<file path="src/rtl/vpw_txop_pkg.sv">
package vpw_txop_pkg;

  typedef enum logic [2:0] {
    OP_CANCEL   = 3'd0,
    OP_BREAK    = 3'd1,
    OP_MSG      = 3'd2,
    OP_MSG_CRC  = 3'd3,
    OP_IFR1     = 3'd4,
    OP_IFR2     = 3'd5,
    OP_IFR3     = 3'd6,
    OP_IFR3_CRC = 3'd7
  } txop_e;

  typedef enum logic [2:0] {
    CMD_SOF     = 3'd0,
    CMD_BYTE    = 3'd1,
    CMD_CRC     = 3'd2,
    CMD_INV_CRC = 3'd3,
    CMD_BREAK   = 3'd4,
    CMD_IFR     = 3'd5
  } cmd_e;

  function automatic logic is_msg(input logic [2:0] op);
    return (op == OP_MSG) || (op == OP_MSG_CRC);
  endfunction

  function automatic logic is_resp(input logic [2:0] op);
    return op[2];
  endfunction

  function automatic logic is_type3(input logic [2:0] op);
    return op[2:1] == 2'b11;
  endfunction

  function automatic logic ends_with_crc(input logic [2:0] op);
    return (op == OP_MSG_CRC) || (op == OP_IFR3_CRC);
  endfunction

endpackage

</file>
<file path="src/rtl/vpw_txop_pend.sv">
module vpw_txop_pend #(
  parameter int DATA_W = 8,
  parameter int LEN_W  = 4
) (
  input  logic              clk,
  input  logic              rst_n,
  input  logic              load,
  input  logic [2:0]        load_op,
  input  logic [LEN_W-1:0]  load_len,
  input  logic [DATA_W-1:0] load_data,
  input  logic              drop,
  output logic              valid,
  output logic [2:0]        op,
  output logic [LEN_W-1:0]  len,
  output logic [DATA_W-1:0] data
);
  always_ff @(posedge clk) begin
    if (!rst_n) begin
      valid <= 1'b0;
      op    <= '0;
      len   <= '0;
      data  <= '0;
    end else if (load) begin
      valid <= 1'b1;
      op    <= load_op;
      len   <= load_len;
      data  <= load_data;
    end else if (drop) begin
      valid <= 1'b0;
    end
  end

  AST_PEND_LOAD: assert property (@(posedge clk) disable iff (!rst_n)
    load |=> valid && (op == $past(load_op)));
endmodule

</file>
<file path="src/rtl/vpw_txop_ifr_gate.sv">
module vpw_txop_ifr_gate #(
  parameter int LEN_W       = 4,
  parameter int CNT_W       = 4,
  parameter int LIMITED_MAX = 11
) (
  input  logic [LEN_W-1:0] len,
  input  logic             len_unlimited,
  input  logic [CNT_W-1:0] rx_count,
  input  logic             crc_ok,
  input  logic             rx_err,
  output logic             go
);
  function automatic logic gate_fn(input logic [LEN_W-1:0] l, input logic unl,
                                   input logic [CNT_W-1:0] cnt, input logic c_ok,
                                   input logic r_err);
    if (l == '0) return c_ok && !r_err;
    if (!unl && (int'(l) > LIMITED_MAX)) return 1'b0;
    return int'(l) == int'(cnt);
  endfunction

  assign go = gate_fn(len, len_unlimited, rx_count, crc_ok, rx_err);

  always_comb begin
    AST_LIMIT_REJECT: assert (!(go && !len_unlimited && (int'(len) > LIMITED_MAX)));
  end
endmodule

</file>
<file path="src/rtl/vpw_txop_flags.sv">
module vpw_txop_flags #(
  parameter int N = 2
) (
  input  logic         clk,
  input  logic         rst_n,
  input  logic [N-1:0] set,
  input  logic [N-1:0] clr,
  output logic [N-1:0] flag
);
  for (genvar i = 0; i < N; i++) begin : g_flag
    logic q;
    always_ff @(posedge clk) begin
      if (!rst_n)      q <= 1'b0;
      else if (set[i]) q <= 1'b1;
      else if (clr[i]) q <= 1'b0;
    end
    assign flag[i] = q;

    AST_FLAG_STICKY: assert property (@(posedge clk) disable iff (!rst_n)
      flag[i] && !clr[i] |=> flag[i]);
    AST_FLAG_CLEARS: assert property (@(posedge clk) disable iff (!rst_n)
      clr[i] && !set[i] |=> !flag[i]);
  end
endmodule

</file>
<file path="src/rtl/vpw_txop_seq.sv">
module vpw_txop_seq
  import vpw_txop_pkg::*;
#(
  parameter int DATA_W      = 8,
  parameter int LEN_W       = 4,
  parameter int CNT_W       = 4,
  parameter int LIMITED_MAX = 11,
  parameter int UF_COUNT    = 10
) (
  input  logic              clk,
  input  logic              rst_n,
  input  logic              op_wr,
  input  logic [2:0]        op_code,
  input  logic [LEN_W-1:0]  op_len,
  input  logic [DATA_W-1:0] op_data,
  input  logic              len_unlimited,
  input  logic [1:0]        flag_clr,
  input  logic              bus_idle,
  input  logic              eod_seen,
  input  logic              crc_ok,
  input  logic              rx_err,
  input  logic              arb_lost,
  input  logic [CNT_W-1:0]  rx_count,
  output logic              cmd_valid,
  output logic [2:0]        cmd_type,
  output logic [DATA_W-1:0] cmd_data,
  input  logic              cmd_done,
  output logic              abort_flag,
  output logic              underflow_flag
);
  localparam logic [CNT_W-1:0] UF_CNT_V = CNT_W'(UF_COUNT);

  typedef enum logic [3:0] {
    S_IDLE, S_SOF, S_BYTE, S_IFR, S_CRC, S_INV, S_BRK, S_GAP, S_LOCK
  } st_e;

  st_e st, st_nx;
  logic              pend_valid;
  logic [2:0]        pend_op;
  logic [LEN_W-1:0]  pend_len;
  logic [DATA_W-1:0] pend_data;
  logic [2:0]        cur_op;
  logic [DATA_W-1:0] cur_data;
  logic inv_req, cancel_req;
  logic take, ifr_go, ifr_abort, err_ev, cancel_wr, in_frame, tx_busy;
  logic [1:0] flag_set, flag_q;

  // Named internal events
  assign cancel_wr = op_wr && (op_code == OP_CANCEL);
  assign in_frame  = (st == S_SOF) || (st == S_BYTE) || (st == S_IFR) || (st == S_GAP);
  assign tx_busy   = cmd_valid || (st == S_GAP);
  assign err_ev    = op_wr && is_msg(op_code) && in_frame &&
                     ((cur_op == OP_IFR3) ||
                      (!len_unlimited && (rx_count == UF_CNT_V) && (op_code == OP_MSG)));

  vpw_txop_pend #(.DATA_W(DATA_W), .LEN_W(LEN_W)) pend_i (
    .clk(clk), .rst_n(rst_n),
    .load(op_wr && (op_code != OP_CANCEL) && !err_ev),
    .load_op(op_code), .load_len(op_len), .load_data(op_data),
    .drop(cancel_wr || err_ev || take),
    .valid(pend_valid), .op(pend_op), .len(pend_len), .data(pend_data)
  );

  vpw_txop_ifr_gate #(.LEN_W(LEN_W), .CNT_W(CNT_W), .LIMITED_MAX(LIMITED_MAX)) gate_i (
    .len(pend_len), .len_unlimited(len_unlimited), .rx_count(rx_count),
    .crc_ok(crc_ok), .rx_err(rx_err), .go(ifr_go)
  );

  always_comb begin
    st_nx     = st;
    take      = 1'b0;
    ifr_abort = 1'b0;
    case (st)
      S_IDLE: if (pend_valid) begin
        if (pend_op == OP_BREAK) begin
          st_nx = S_BRK; take = 1'b1;
        end else if (is_msg(pend_op) && bus_idle) begin
          st_nx = S_SOF; take = 1'b1;
        end else if (is_resp(pend_op) && eod_seen) begin
          take = 1'b1;
          if (ifr_go) st_nx = S_IFR;
          else        ifr_abort = 1'b1;
        end
      end
      S_SOF:  if (cmd_done) st_nx = S_BYTE;
      S_BYTE: if (cmd_done)
        st_nx = inv_req ? S_INV : cancel_req ? S_IDLE :
                ends_with_crc(cur_op) ? S_CRC : S_GAP;
      S_IFR:  if (cmd_done)
        st_nx = inv_req ? S_INV : cancel_req ? S_IDLE :
                (cur_op == OP_IFR3_CRC) ? S_CRC :
                (cur_op == OP_IFR3) ? S_GAP : S_IDLE;
      S_CRC, S_INV, S_BRK: if (cmd_done) st_nx = S_IDLE;
      S_GAP: begin
        if (inv_req)         st_nx = S_INV;
        else if (cancel_req) st_nx = S_IDLE;
        else if (pend_valid && (is_type3(cur_op) ? is_type3(pend_op) : is_msg(pend_op))) begin
          st_nx = S_BYTE; take = 1'b1;
        end else if (pend_valid && (pend_op == OP_BREAK)) begin
          st_nx = S_BRK; take = 1'b1;
        end
      end
      S_LOCK: if (bus_idle) st_nx = S_IDLE;
      default: st_nx = S_IDLE;
    endcase
    if (arb_lost && tx_busy) begin
      st_nx = S_LOCK;
      take  = 1'b0;
    end
  end

  always_ff @(posedge clk) begin
    if (!rst_n) begin
      st         <= S_IDLE;
      cur_op     <= OP_CANCEL;
      cur_data   <= '0;
      inv_req    <= 1'b0;
      cancel_req <= 1'b0;
    end else begin
      st <= st_nx;
      if (take) begin
        cur_op   <= pend_op;
        cur_data <= pend_data;
      end
      if (err_ev)
        inv_req <= 1'b1;
      else if ((st_nx == S_INV) || (st_nx == S_LOCK) || (st_nx == S_IDLE) ||
               (st == S_IDLE) || (st == S_LOCK))
        inv_req <= 1'b0;
      if (cancel_wr && (st != S_IDLE) && (st != S_LOCK))
        cancel_req <= 1'b1;
      else if ((st_nx == S_IDLE) || (st_nx == S_LOCK) || (st == S_IDLE) || (st == S_LOCK))
        cancel_req <= 1'b0;
    end
  end

  assign flag_set = {err_ev, ifr_abort || err_ev};

  vpw_txop_flags #(.N(2)) flags_i (
    .clk(clk), .rst_n(rst_n), .set(flag_set), .clr(flag_clr), .flag(flag_q)
  );
  assign abort_flag     = flag_q[0];
  assign underflow_flag = flag_q[1];

  always_comb begin
    cmd_valid = 1'b1;
    cmd_data  = '0;
    case (st)
      S_SOF:   cmd_type = CMD_SOF;
      S_BYTE:  begin cmd_type = CMD_BYTE; cmd_data = cur_data; end
      S_IFR:   begin cmd_type = CMD_IFR;  cmd_data = cur_data; end
      S_CRC:   cmd_type = CMD_CRC;
      S_INV:   cmd_type = CMD_INV_CRC;
      S_BRK:   cmd_type = CMD_BREAK;
      default: begin cmd_type = CMD_SOF; cmd_valid = 1'b0; end
    endcase
  end

  AST_CMD_HOLD: assert property (@(posedge clk) disable iff (!rst_n)
    cmd_valid && !cmd_done && !arb_lost |=>
      cmd_valid && $stable(cmd_type) && $stable(cmd_data));
  AST_SOF_THEN_BYTE: assert property (@(posedge clk) disable iff (!rst_n)
    cmd_valid && (cmd_type == CMD_SOF) && cmd_done && !arb_lost |=>
      cmd_valid && (cmd_type == CMD_BYTE));
  AST_ABORT_SILENT: assert property (@(posedge clk) disable iff (!rst_n)
    ifr_abort |=> !cmd_valid && abort_flag);
  AST_UF_FLAGS: assert property (@(posedge clk) disable iff (!rst_n)
    err_ev |=> abort_flag && underflow_flag);
  AST_LOCK_QUIET: assert property (@(posedge clk) disable iff (!rst_n)
    arb_lost && tx_busy |=> !cmd_valid);
endmodule

</file>
<file path="config.mk">
export PLATFORM = sky130hd
export DESIGN_NAME = vpw_txop_seq
export DESIGN_NICKNAME = d
export VERILOG_FILES = /design/src/rtl/vpw_txop_pkg.sv /design/src/rtl/vpw_txop_pend.sv /design/src/rtl/vpw_txop_ifr_gate.sv /design/src/rtl/vpw_txop_flags.sv /design/src/rtl/vpw_txop_seq.sv
export SDC_FILE = /design/constraint.sdc
export NUM_CORES = 1
export LEC_CHECK = 0
export BUFFER_PORTS_ARGS = -buffer_cell sky130_fd_sc_hd__buf_2
export CORE_MARGIN = 2
export CORE_UTILIZATION = 30
export DETAILED_ROUTE_END_ITERATION = 12
export PLACE_DENSITY_LB_ADDON = 0.25
export SKIP_CTS_REPAIR_TIMING = 1
export SLEW_MARGIN = 20
export SYNTH_ARGS = -nofsm -noshare
export SYNTH_HDL_FRONTEND = slang
export SYNTH_HIERARCHICAL = 1
export SYNTH_SLANG_ARGS = --single-unit
</file>
<file path="constraint.sdc">
create_clock -name clk -period 2.68 [get_ports clk]
set_input_delay 0.134 -clock clk [delete_from_list [all_inputs] [get_ports clk]]
set_output_delay 0.134 -clock clk [all_outputs]
set_load 0.02 [all_outputs]
</file>
Word level (Yosys, flattened, before mapping)

Index checks and enable logic that the tools add are counted.
Widths: inputs -> output; s select.

Order comparisons: 1
Eq/ne operators: 23
Muxes and demuxes: 60
Reductions and logical operators: 52

Operators with widths:

| kind               | number |
|---|---|
| $mux 4             | 15 |
| $mux 1             | 34 |
| $pmux 4 s7         | 1 |
| $eq 4x3->1 const B | 5 |
| $logic_or 1x1->1   | 18 |
| $mux 3             | 6 |
| $logic_and 1x1->1  | 17 |
| $eq 3x2->1 const B | 5 |
| $pmux 3 s5         | 1 |
| $eq 4x4->1 const B | 3 |
| $logic_not 4->1    | 3 |
| $reduce_bool 2->1  | 5 |
| $eq 4x2->1 const B | 2 |
| $mux 8             | 1 |
| $eq 3x3->1 const B | 2 |
| $reduce_or 6->1    | 1 |
| $eq 2x2->1 const B | 2 |
| $eq 4x1->1 const B | 1 |
| $eq 4x4->1         | 1 |
| $gt 4x4->1 const B | 1 |
| $ne 4x4->1 const B | 1 |
| $reduce_bool 4->1  | 1 |
| $eq 3x1->1 const B | 1 |
| $logic_not 1->1    | 3 |
| other kinds (6)    | 6 |

Flip-flop bits (word level): 35
Output and inout bits: 14

Logic depth before layout (Yosys ltp)

Gate-level depths: netlist of run 1.

Depth in word-level cells: 20
Gate-level depth with buffers: 9
Gate-level depth less buffers: 9

Cells and area by module

Netlist of run 1, hierarchy kept.

By module, submodules not included:

| module            | times used | cells an instance | area an instance (µm²) |
|---|---|---|---|
| vpw_txop_seq      | 1          | 161               | 1356.3 |
| vpw_txop_pend     | 1          | 51                | 613.1 |
| vpw_txop_flags    | 1          | 8                 | 97.6 |
| vpw_txop_ifr_gate | 1          | 11                | 81.3 |

Least setup slack after synthesis of run 1

Ideal clock, no wire load.

Path kind: reg-to-reg
From: register st[1]
To: register pend_i.data[1]
Setup time: 116 ps
Data arrival time: 1738 ps
Required time: 2564 ps
Path slack: 826 ps
Stages on the path, launching flop included: 10
Buffers on the path: 4
Clock period less this slack: 1854 ps
Cells stage by stage: dfxtp_1 buf_2 clkbuf_1 o21ai_1 a211oi_2 nor3b_1 buf_6 buf_12 mux2i_1 nor2b_1

Word-level cells in the longest chain between the ends: 8
Elaborated cells between the ends (all ways): 11

RTL lines:

| item                                     | line                | source |
|---|---|---|
| start, declared                          | vpw_txop_seq.sv:37  | `st_e st, st_nx;` |
| start signal, assigned                   | vpw_txop_seq.sv:120 | `st <= st_nx;` |
| $eq 4x1->1 or $eq 4x2->1 (tied branches) | vpw_txop_seq.sv:50  | `assign in_frame = (st == S_SOF) \|\| (st == S_BYTE) \|\| (st == S_IFR) \|\| (st == S_GAP);` |
| $logic_or 1x1->1 (2 in series)           | vpw_txop_seq.sv:50  |  |
| $logic_or 1x1->1 *                       | vpw_txop_seq.sv:50  |  |
| $logic_and 1x1->1 * (2 in series)        | vpw_txop_seq.sv:52  | `assign err_ev = op_wr && is_msg(op_code) && in_frame &&` |
| named net err_ev                         | vpw_txop_seq.sv:45  | `logic take, ifr_go, ifr_abort, err_ev, cancel_wr, in_frame, tx_busy;` |
| $logic_not 1->1 *                        | vpw_txop_seq.sv:58  | `.load(op_wr && (op_code != OP_CANCEL) && !err_ev),` |
| $logic_and 1x1->1 *                      | vpw_txop_seq.sv:58  |  |
| end signal, assigned                     | vpw_txop_pend.sv:27 | `data <= load_data;` |
| end, declared                            | vpw_txop_pend.sv:15 | `output logic [DATA_W-1:0] data` |

Mark *: on every way through the listed nets, which the timed path passes. The rest lies on a longest branch.
A chain may end at the register's enable or synchronous reset.

Final worst setup path of run 1

From: register st[2]
To: register cur_op[2]

Word-level cells in the longest chain between the ends: 6
Elaborated cells between the ends (all ways): 14

RTL lines:

| item                               | line                | source |
|---|---|---|
| $eq 4x1->1 (tied with other cells) | vpw_txop_seq.sv:148 | `case (st)` |
| $reduce_or 6->1 (no source line)   | -                   |  |
| $mux 1                             | vpw_txop_seq.sv:148 |  |
| $logic_or 1x1->1                   | vpw_txop_seq.sv:51  | `assign tx_busy = cmd_valid \|\| (st == S_GAP);` |
| $logic_and 1x1->1                  | vpw_txop_seq.sv:106 | `if (arb_lost && tx_busy) begin` |
| $mux 1 *                           | vpw_txop_seq.sv:106 |  |
| end signal, assigned               | vpw_txop_seq.sv:122 | `cur_op <= pend_op;` |
| end, declared                      | vpw_txop_seq.sv:42  | `logic [2:0] cur_op;` |

Every way passes the cells marked *; elsewhere a longest branch is shown, timed or not.

==> impl_metrics.csv, run 1 <==
group,metric,value,unit
global_routing,grt_start_max_net_pins,34,
clock_network,clkTransAtPathRegs,0.08,ns
clock_network,cts_tree,"yes",
worst_setup_path,startpoint_type,"flop",
worst_setup_path,path_cells,"or2b_1 > nor4_4 > o21ai_2 > a211oi_4 > buf_12 > mux2i_1 > nor2b_1",
final_layout,post-route-util,37.2,%
synth,ys_warn_count,6,
worst_setup_path,worst_path_max_delay_cell,"dfxtp_1",
worst_setup_path,critPathBufInv,1,
synth,syn_area,2150,µm²
floorplan,io_pins,45,
worst_setup_path,path_max_fanout,11,
global_routing,grt_first_pass_wirelength,8570,µm
floorplan,dieWidth,88.6,µm
final_layout,diodes,0,
worst_setup_path,crit_type,"reg -> reg",
floorplan,coreArea,6870,µm²
timing,maxSlewViolCount,0,
synth,yosys-top-cells-area,"dfxtp_1 33%, mux2i_1 13%, nor2b_1 9.0%",
synth,synth-seq-cells,35,
timing,rsz0062_at_grt,"no",
status,status,"complete, no violations",
timing,relSlewSlack,57.4,%
placed_design,io_buffer_count,44,
synth,synth-edff-count,0,
synth,yosys.area.top_type,"dfxtp_1",
timing,finalHoldViolations,0,
clock_network,clockRootBuffer,"clkbuf_8",
clock_network,clk_path_buf_depth,2,
floorplan,start_util,31.3,%
route,routedWlPerCell,14.1,µm
synth,ys_types,59,
worst_hold_path,hp-class,"in -> reg",
floorplan,dieHeight,88.6,µm
worst_setup_path,crit_arrival,2.42,ns
placed_design,gp_congestion,0.837,
pwr,powerDensity,529,nW/µm²
placed_design,dp_hpwl,3720,µm
synth,synthesis.nets,262,
global_routing,gr-total-overflow,0,
route,postRouteAntennaNets,0,
timing,skew,0.00838,ns
clock_network,cts_max_level,2,
route,dr.pass1.iters,4,
global_routing,grt_pass1_vias,1697,
worst_setup_path,end_kind,"flop",
route,drtIter0Drc,78,
synth,ys.flop_type,"dfxtp_1",
floorplan,fp.dieArea,7850,µm²
final_layout,drive_gt1_share,26.9,%
timing,setup_viol,0,
worst_setup_path,critPathTopFamily,"flip-flops",
route,drt-total-wl,5180,µm
global_routing,grtUsageTotal,14.0,%
clock_network,cts_buffers,5,
timing,period_share,83.4,%
clock_network,clock_sinks,35,
final_layout,fin_nets,301,
timing,worstMarginPinSlew,0.637,ns
synth,netlist.area_leader.share,32.6,%
global_routing,antenna_found_initial,0,
job,maxCapViolCount,0,
final_layout,area_delta_synth_final,19.1,%
timing,post-route-min-period,2.23,ns
floorplan,num_rows,30,
worst_setup_path,crit_required,2.87,ns
final_layout,nFillCells,731,
route,vias,1769,
synth,synth.avg_cell_area,9.30,µm²
timing,final.setup.tns,0,ns
timing,max_freq,0.448,GHz
pwr,irDropWorstVdd,0.270,mV
clock_network,clock_latency,0.30,ns
synth,async_flop_share,0,%
route,drc_errors,0,
route,vias_per_cell,4.82,
synth,netlist_instances,231,
pwr,p_leak,1.02,nW
worst_setup_path,cpPeakStageDelay,0.61,ns
synth,yosysSeqAreaShare,32.6,%
==> layout by cell type (no fill, tap or decap), drive strengths merged, types with 4 or more instances in the layout <==
cell type  count
and2           9
buf           50
nor2           9
nor3           4
nand2         13
nor3b          4
dfxtp         35
mux2i         27
nand3          4
a21oi         10
xnor2          4
o21ai          7
clkbuf         6
nor2b         33
==> report_power, final <==
group | total [W] | internal (W) | switching (W) | leakage (nW)
sequential | 0.000586 | 0.000543 | 0.0000429 | 0.285
combinational | 0.000248 | 0.000122 | 0.000126 | 0.671
clock | 0.000521 | 0.000306 | 0.000215 | 0.0618
total | 0.00135 | 0.000971 | 0.000383 | 1.02
==> sequential cells by signal, summed over array words and instances, names as in the netlist <==
name	flops
cancel_req	1
pend_i/op	3
inv_req	1
pend_i/valid	1
st	4
pend_i/data	8
cur_op	3
cur_data	8
pend_i/len	4
flags_i/g_flag.q	2
==> layout make-up <==
| cell class | count | area (µm²) | area share, % |
|---|---|---|---|
| Clock buffer | 6 | 82.6 | 3.23 |
| Clock inverter | 2 | 38.8 | 1.52 |
| Inverter | 2 | 7.51 | 0.293 |
| Multi-Input combinational cell | 176 | 1320 | 51.5 |
| Sequential cell | 35 | 701 | 27.4 |
| Tap cell | 96 | 120 | 4.69 |
| Timing Repair Buffer | 50 | 290 | 11.3 |
==> synth_stat cells, types with 5 or more instances <==
library cell,number
nand2_1,11
buf_2,7
and2_1,9
nor2_1,9
nor2b_1,31
clkbuf_1,5
dfxtp_1,35
a21oi_1,10
mux2i_1,27
==> cells by family after synthesis <==
| family | share of synthesized area, % |
|---|---|
| simple gates | 29.9 |
| compound gates | 16.7 |
| flops | 32.6 |
| mux | 12.6 |
| buf+inv | 6.23 |
| xor+xnor | 2.04 |
==> through the flow <==
step	power (W)	hold WS [ns]	cells	setup slack [ns]	area [µm²]
final	0.00135	0.0955	367	0.446	2560
after global routing	0.00142	0.110	367	0.289	2560
after CTS	0.00137	0.0888	367	0.419	2560
after detailed placement	0.000846	0.403	359	0.449	2440
after global placement	0.000846	0.390	359	0.487	2440
after floorplan	0.000770	0.251	231	0.826	2150
==> worst register-to-register path, stage by stage (launching register included) <==
cell and delay (ns):
dfxtp_1 0.61, or2b_1 0.35, nor4_4 0.18, o21ai_2 0.11, a211oi_4 0.43, buf_12 0.20, mux2i_1 0.19, nor2b_1 0.06
==> path summary, 6_finish.rpt <==
kind,start,to,slack [ns],cells after the start
max,st[2],cur_op[2],0.45,7
min reg2reg,cur_data[6],cur_data[6],0.52,2
min,op_data[5],pend_i/data[5],0.1,3
max reg2reg,st[2],cur_op[2],0.45,7
==> routing by layer <==
metal | wire length, µm | track usage [%]
met5 | 0 | 0
met3 | 227 | 3.36
met2 | 2270 | 20.6
met4 | 88 | 5.10
met1 | 2600 | 20.0
Note: power is estimated with default switching activity, not from simulation.
==> run 2, diff against run 1 <==
- clock period: 2.68 -> 1.94 ns (I/O delays scaled with it)
==> run 2 against run 1 <==
Net effect: the flow now finishes with violations (setup timing); flip-flop and latch count stayed put; first-iteration DRC count down 42%; total power up 36%; critical endpoint is now cancel_req.
==> impl_metrics.csv, run 2 (synthesized netlist as in run 1, its figures left out) <==
group,metric,value,unit
route,drt-total-wl,5500,µm
clock_network,cts_tree,"yes",
worst_setup_path,regToRegSetupSlack,-0.004,ns
timing,worstMarginPinSlew,0.416,ns
floorplan,fp.dieArea,7850,µm²
final_layout,final_common_cell,"buf_2",
clock_network,clockRootBuffer,"clkbuf_8",
floorplan,io_pins,45,
route,vias_per_cell,4.80,
placed_design,io_buffer_count,44,
clock_network,clock_sinks,35,
timing,skew,0.00833,ns
clock_network,cts_max_level,2,
global_routing,grtUsageTotal,14.3,%
route,drc_errors,0,
worst_setup_path,crit_required,2.11,ns
placed_design,dp_hpwl,4050,µm
route,routedWlPerCell,14.0,µm
global_routing,grt_start_max_net_pins,26,
timing,maxSlewViolCount,0,
timing,finalWorstSetupSlack,-0.00446,ns
final_layout,multiInputGateArea,1410,µm²
worst_setup_path,startpoint_type,"flop",
global_routing,grt_first_pass_wirelength,8800,µm
route,postRouteAntennaNets,0,
final_layout,fin_nets,326,
timing,post-route-min-period,1.94,ns
floorplan,start_util,31.3,%
worst_setup_path,end_kind,"flop",
route,dr.pass1.iters,4,
timing,relSlewSlack,72.1,%
route,vias,1882,
status,status,"complete, but fails checks",
floorplan,dieWidth,88.6,µm
final_layout,area_delta_synth_final,31.6,%
worst_setup_path,rr_startpoint,"pend_i/len[1]",
global_routing,grt_pass1_vias,1806,
final_layout,drive_gt1_share,38.2,%
global_routing,antenna_found_initial,0,
placed_design,gp_congestion,0.870,
timing,period_share,100,%
clock_network,clock_latency,0.29,ns
floorplan,dieHeight,88.6,µm
clock_network,clkTransAtPathRegs,0.08,ns
worst_setup_path,crit_type,"reg -> reg",
worst_setup_path,endpoint,"cancel_req",
final_layout,diodes,0,
pwr,total_power,0.00184,W
final_layout,final_area,2830,µm²
final_layout,layout_common_cells,"44 x buf_2, 31 x nor2b_1, 28 x dfxtp_1, 28 x buf_4, 27 x mux2i_1",
clock_network,cts_buffers,5,
final_layout,ff_latch_area,712,µm²
timing,final.setup.tns,-0.00446,ns
pwr,p_leak,1.16,nW
timing,rsz0062_at_grt,"yes",
placed_design,dpl_cell_area,2600,µm²
pwr,irDropWorstVdd,0.464,mV
final_layout,nFillCells,717,
worst_setup_path,startpoint,"pend_i/len[1]",
status,violations,"setup timing",
worst_setup_path,r2r_cells,10,
floorplan,num_rows,30,
final_layout,post-route-util,41.2,%
timing,whs,0.0633,ns
timing,finalHoldViolations,0,
clock_network,clk_path_buf_depth,2,
job,maxCapViolCount,0,
final_layout,reg.largest.list,"cur_data: 8 flops, pend_i/data: 8 flops",
worst_hold_path,hp-class,"in -> reg",
global_routing,gr-total-overflow,0,
timing,max_freq,0.514,GHz
floorplan,coreArea,6870,µm²
worst_setup_path,r2r_end,"cancel_req",
worst_setup_path,path_max_fanout,3,
pwr,powerDensity,649,nW/µm²
timing,setup_viol,1,
worst_setup_path,crit_arrival,2.12,ns
route,drtIter0Drc,45,
-- run 2: changes by cell type in the layout (fill, tap and decap cells not counted), sizes merged --
cell / before / now
clkinvlp: 0 / 1
buf: 50 / 75
bufinv: 1 / 0
inv: 3 / 2
clkinv: 0 / 1
-- run 2: area by class of cell --
cell class	instances	share of cell area, %
Clock buffer	6	2.92
Multi-Input combinational cell	176	49.8
Timing Repair Buffer	75	17.0
Inverter	2	0.265
Sequential cell	35	25.2
Clock inverter	2	0.575
Tap cell	96	4.25
-- run 2: worst min path at each step --
stage,from,cells past startpoint,endpoint
2_1_floorplan,rst_n,1,flags_i/g_flag[0].q
3_3_place_gp,op_data[4],3,pend_i/data[4]
3_5_place_dp,op_data[7],3,pend_i/data[7]
4_1_cts,op_data[7],3,pend_i/data[7]
5_1_grt,op_data[7],3,pend_i/data[7]
6_report,op_data[7],3,pend_i/data[7]
-- run 2: power breakdown --
group / switching (W) / internal [W]
Sequential: 0.0000411 / 0.000751
Combinational: 0.000227 / 0.000236
Clock: 0.000291 / 0.000290
Total: 0.000559 / 0.00128
-- run 2: layer usage --
layer,up-vias,routed length [µm],GRT usage [%]
met3,0,270,3.26
met2,49,2550,22.0
met4,0,0,2.07
li1,949,-,-
met1,884,2680,20.8
met5,-,0,0
-- run 2: through the flow --
step                cells  setup WS [ns]
floorplan             231         0.0864
global placement      381        -0.0233
detailed placement    381        -0.0671
CTS                   389        -0.0975
global route          392        -0.0961
finish                392       -0.00446
-- run 2: worst max-delay path, cell delays in order, from the launching register on --
cell and delay (ns):
dfxtp_2 0.34, buf_6 0.11, nor4_4 0.29, buf_4 0.17
o31ai_4 0.06, nand3_2 0.08, a21o_1 0.13, nand4_1 0.12
buf_4 0.18, o311ai_4 0.26, a21oi_1 0.10
==> run 3, diff against run 2 <==
- CORE_UTILIZATION: 30 -> 25
- PLACE_DENSITY_LB_ADDON: 0.25 -> 0.05
- REMOVE_ABC_BUFFERS: not set -> 1
==> run 3 against run 2 <==
Net effect: the run still ends with setup timing left; cell count rose by 5.6%; highest routed layer is now met4; critical path type unchanged; non-clock buffer count increased by 13; cell area grew 4.3%.
==> impl_metrics.csv, run 3 (synthesized netlist as in run 1, its figures left out) <==
group,metric,value,unit
route,drtIter0Drc,51,
floorplan,dieHeight,96.7,µm
placed_design,dpl_worst_slack,-0.0573,ns
pwr,powerDensity,619,nW/µm²
worst_setup_path,r2r_end,"inv_req",
global_routing,grt_first_pass_wirelength,9780,µm
timing,rsz0062_at_grt,"yes",
worst_setup_path,crit_arrival,2.14,ns
status,violations,"setup timing",
final_layout,fin_nets,339,
worst_hold_path,hold_depth,3,
route,drc_errors,0,
pwr,combinationalPowerShare,27.2,%
placed_design,dp_hpwl,4530,µm
clock_network,cts_max_level,2,
route,postRouteAntennaNets,0,
final_layout,reg.largest.list,"cur_data: 8 flops, pend_i/data: 8 flops",
worst_setup_path,crit_type,"reg -> reg",
worst_setup_path,startpoint_type,"flop",
clock_network,clockRootBuffer,"clkbuf_8",
route,vias_per_cell,4.67,
worst_setup_path,r2r_cells,9,
timing,final.setup.tns,-0.0290,ns
global_routing,grtUsageTotal,13.0,%
placed_design,dpl_cell_area,2670,µm²
final_layout,drive_gt1_share,41.1,%
clock_network,clk_path_buf_depth,2,
global_routing,grt_pass1_vias,1974,
placed_design,gp_congestion,0.767,
worst_setup_path,end_kind,"flop",
timing,finalHoldViolations,0,
worst_setup_path,endpoint,"inv_req",
timing,post-route-min-period,1.97,ns
timing,maxSlewViolCount,0,
placed_design,io_buffer_count,44,
timing,skew,0.0140,ns
route,dr.pass1.iters,4,
route,drt-total-wl,6100,µm
pwr,swShare,31.3,%
pwr,p_seq_share,43.0,%
timing,max_freq,0.508,GHz
floorplan,start_util,26.0,%
clock_network,clock_sinks,35,
final_layout,final_common_cell,"buf_2",
clock_network,cts_tree,"yes",
pwr,p_switching,0.000572,W
floorplan,io_pins,45,
global_routing,gr-total-overflow,0,
final_layout,layout_common_cells,"44 x buf_2, 40 x buf_4, 31 x nor2b_1",
floorplan,num_rows,33,
route,routedWlPerCell,14.7,µm
final_layout,area_delta_synth_final,37.3,%
route,vias,1932,
timing,period_share,101,%
global_routing,antenna_found_initial,0,
clock_network,cts_buffers,5,
pwr,pwr-share-clk,29.8,%
worst_setup_path,startpoint,"pend_i/len[1]",
timing,relSlewSlack,68.4,%
pwr,total_power,0.00183,W
job,maxCapViolCount,0,
status,status,"complete, but fails checks",
worst_setup_path,path_max_fanout,3,
pwr,irDropWorstVdd,0.316,mV
global_routing,grt_start_max_net_pins,22,
floorplan,coreArea,8260,µm²
floorplan,fp.dieArea,9350,µm²
worst_setup_path,rr_startpoint,"pend_i/len[1]",
floorplan,dieWidth,96.7,µm
worst_setup_path,crit_required,2.11,ns
worst_hold_path,hp-class,"in -> reg",
pwr,p_leak,1.22,nW
timing,whs,0.0630,ns
timing,finalWorstSetupSlack,-0.0290,ns
worst_setup_path,regToRegSetupSlack,-0.03,ns
final_layout,final_area,2950,µm²
timing,worstMarginPinSlew,0.471,ns
pwr,internal_power,0.00125,W
clock_network,clock_latency,0.29,ns
timing,setup_viol,1,
final_layout,diodes,0,
clock_network,clkTransAtPathRegs,0.09,ns
## run 3: changes by cell type in the layout (fill, tap and decap cells not counted), moves of 2 or more
cell	change
mux2i_1	-2
mux2i_2	+2
dfxtp_2	-2
buf_4	+12
dfxtp_1	+2
## run 3: worst min-delay path by stage
stage / from / to
global route: op_len[2] / pend_i/len[2]
floorplan: rst_n / cancel_req
global placement: op_len[3] / pend_i/len[3]
finish: op_len[2] / pend_i/len[2]
detailed placement: op_data[4] / pend_i/data[4]
CTS: op_data[3] / pend_i/data[3]
## run 3: layer usage
metal	up-vias	track usage [%]	wire [µm]
met3	6	2.75	238
met1	906	16.6	2830
met2	46	21.7	2980
met5	-	0	0
met4	0	4.23	55
li1	974	-	-
## run 3: power by group through the flow
stage / Sequential (W) / Clock, W / Combinational [W]
after floorplan: 0.000811 / 0 / 0.000225
after global placement: 0.000802 / 0 / 0.000443
after detailed placement: 0.000802 / 0 / 0.000437
after CTS: 0.000785 / 0.000568 / 0.000440
after global routing: 0.000791 / 0.000606 / 0.000540
final: 0.000786 / 0.000544 / 0.000497
## run 3: area by class of cell
| cell class | instances | area, µm² |
|---|---|---|
| Clock buffer | 5 | 68.8 |
| Clock inverter | 3 | 20.0 |
| Fill cell | 904 | 5310 |
| Inverter | 2 | 7.51 |
| Multi-Input combinational cell | 176 | 1420 |
| Sequential cell | 35 | 709 |
| Tap cell | 105 | 131 |
| Timing Repair Buffer | 88 | 597 |
## run 3: metrics by stage
step	utilization (%)	instances
CTS	33.5	406
global placement	32.4	398
floorplan	-	213
finish	35.7	414
detailed placement	32.4	398
global route	35.7	414
## run 3: critical path, cell delays in order, from the launching register on
cell	delay (ns)
dfxtp_2	0.33
buf_4	0.13
xnor2_2	0.13
nand3_2	0.10
o31ai_4	0.29
nand3_2	0.12
a21o_1	0.20
nand4_1	0.12
xor2_1	0.09
o311a_1	0.34
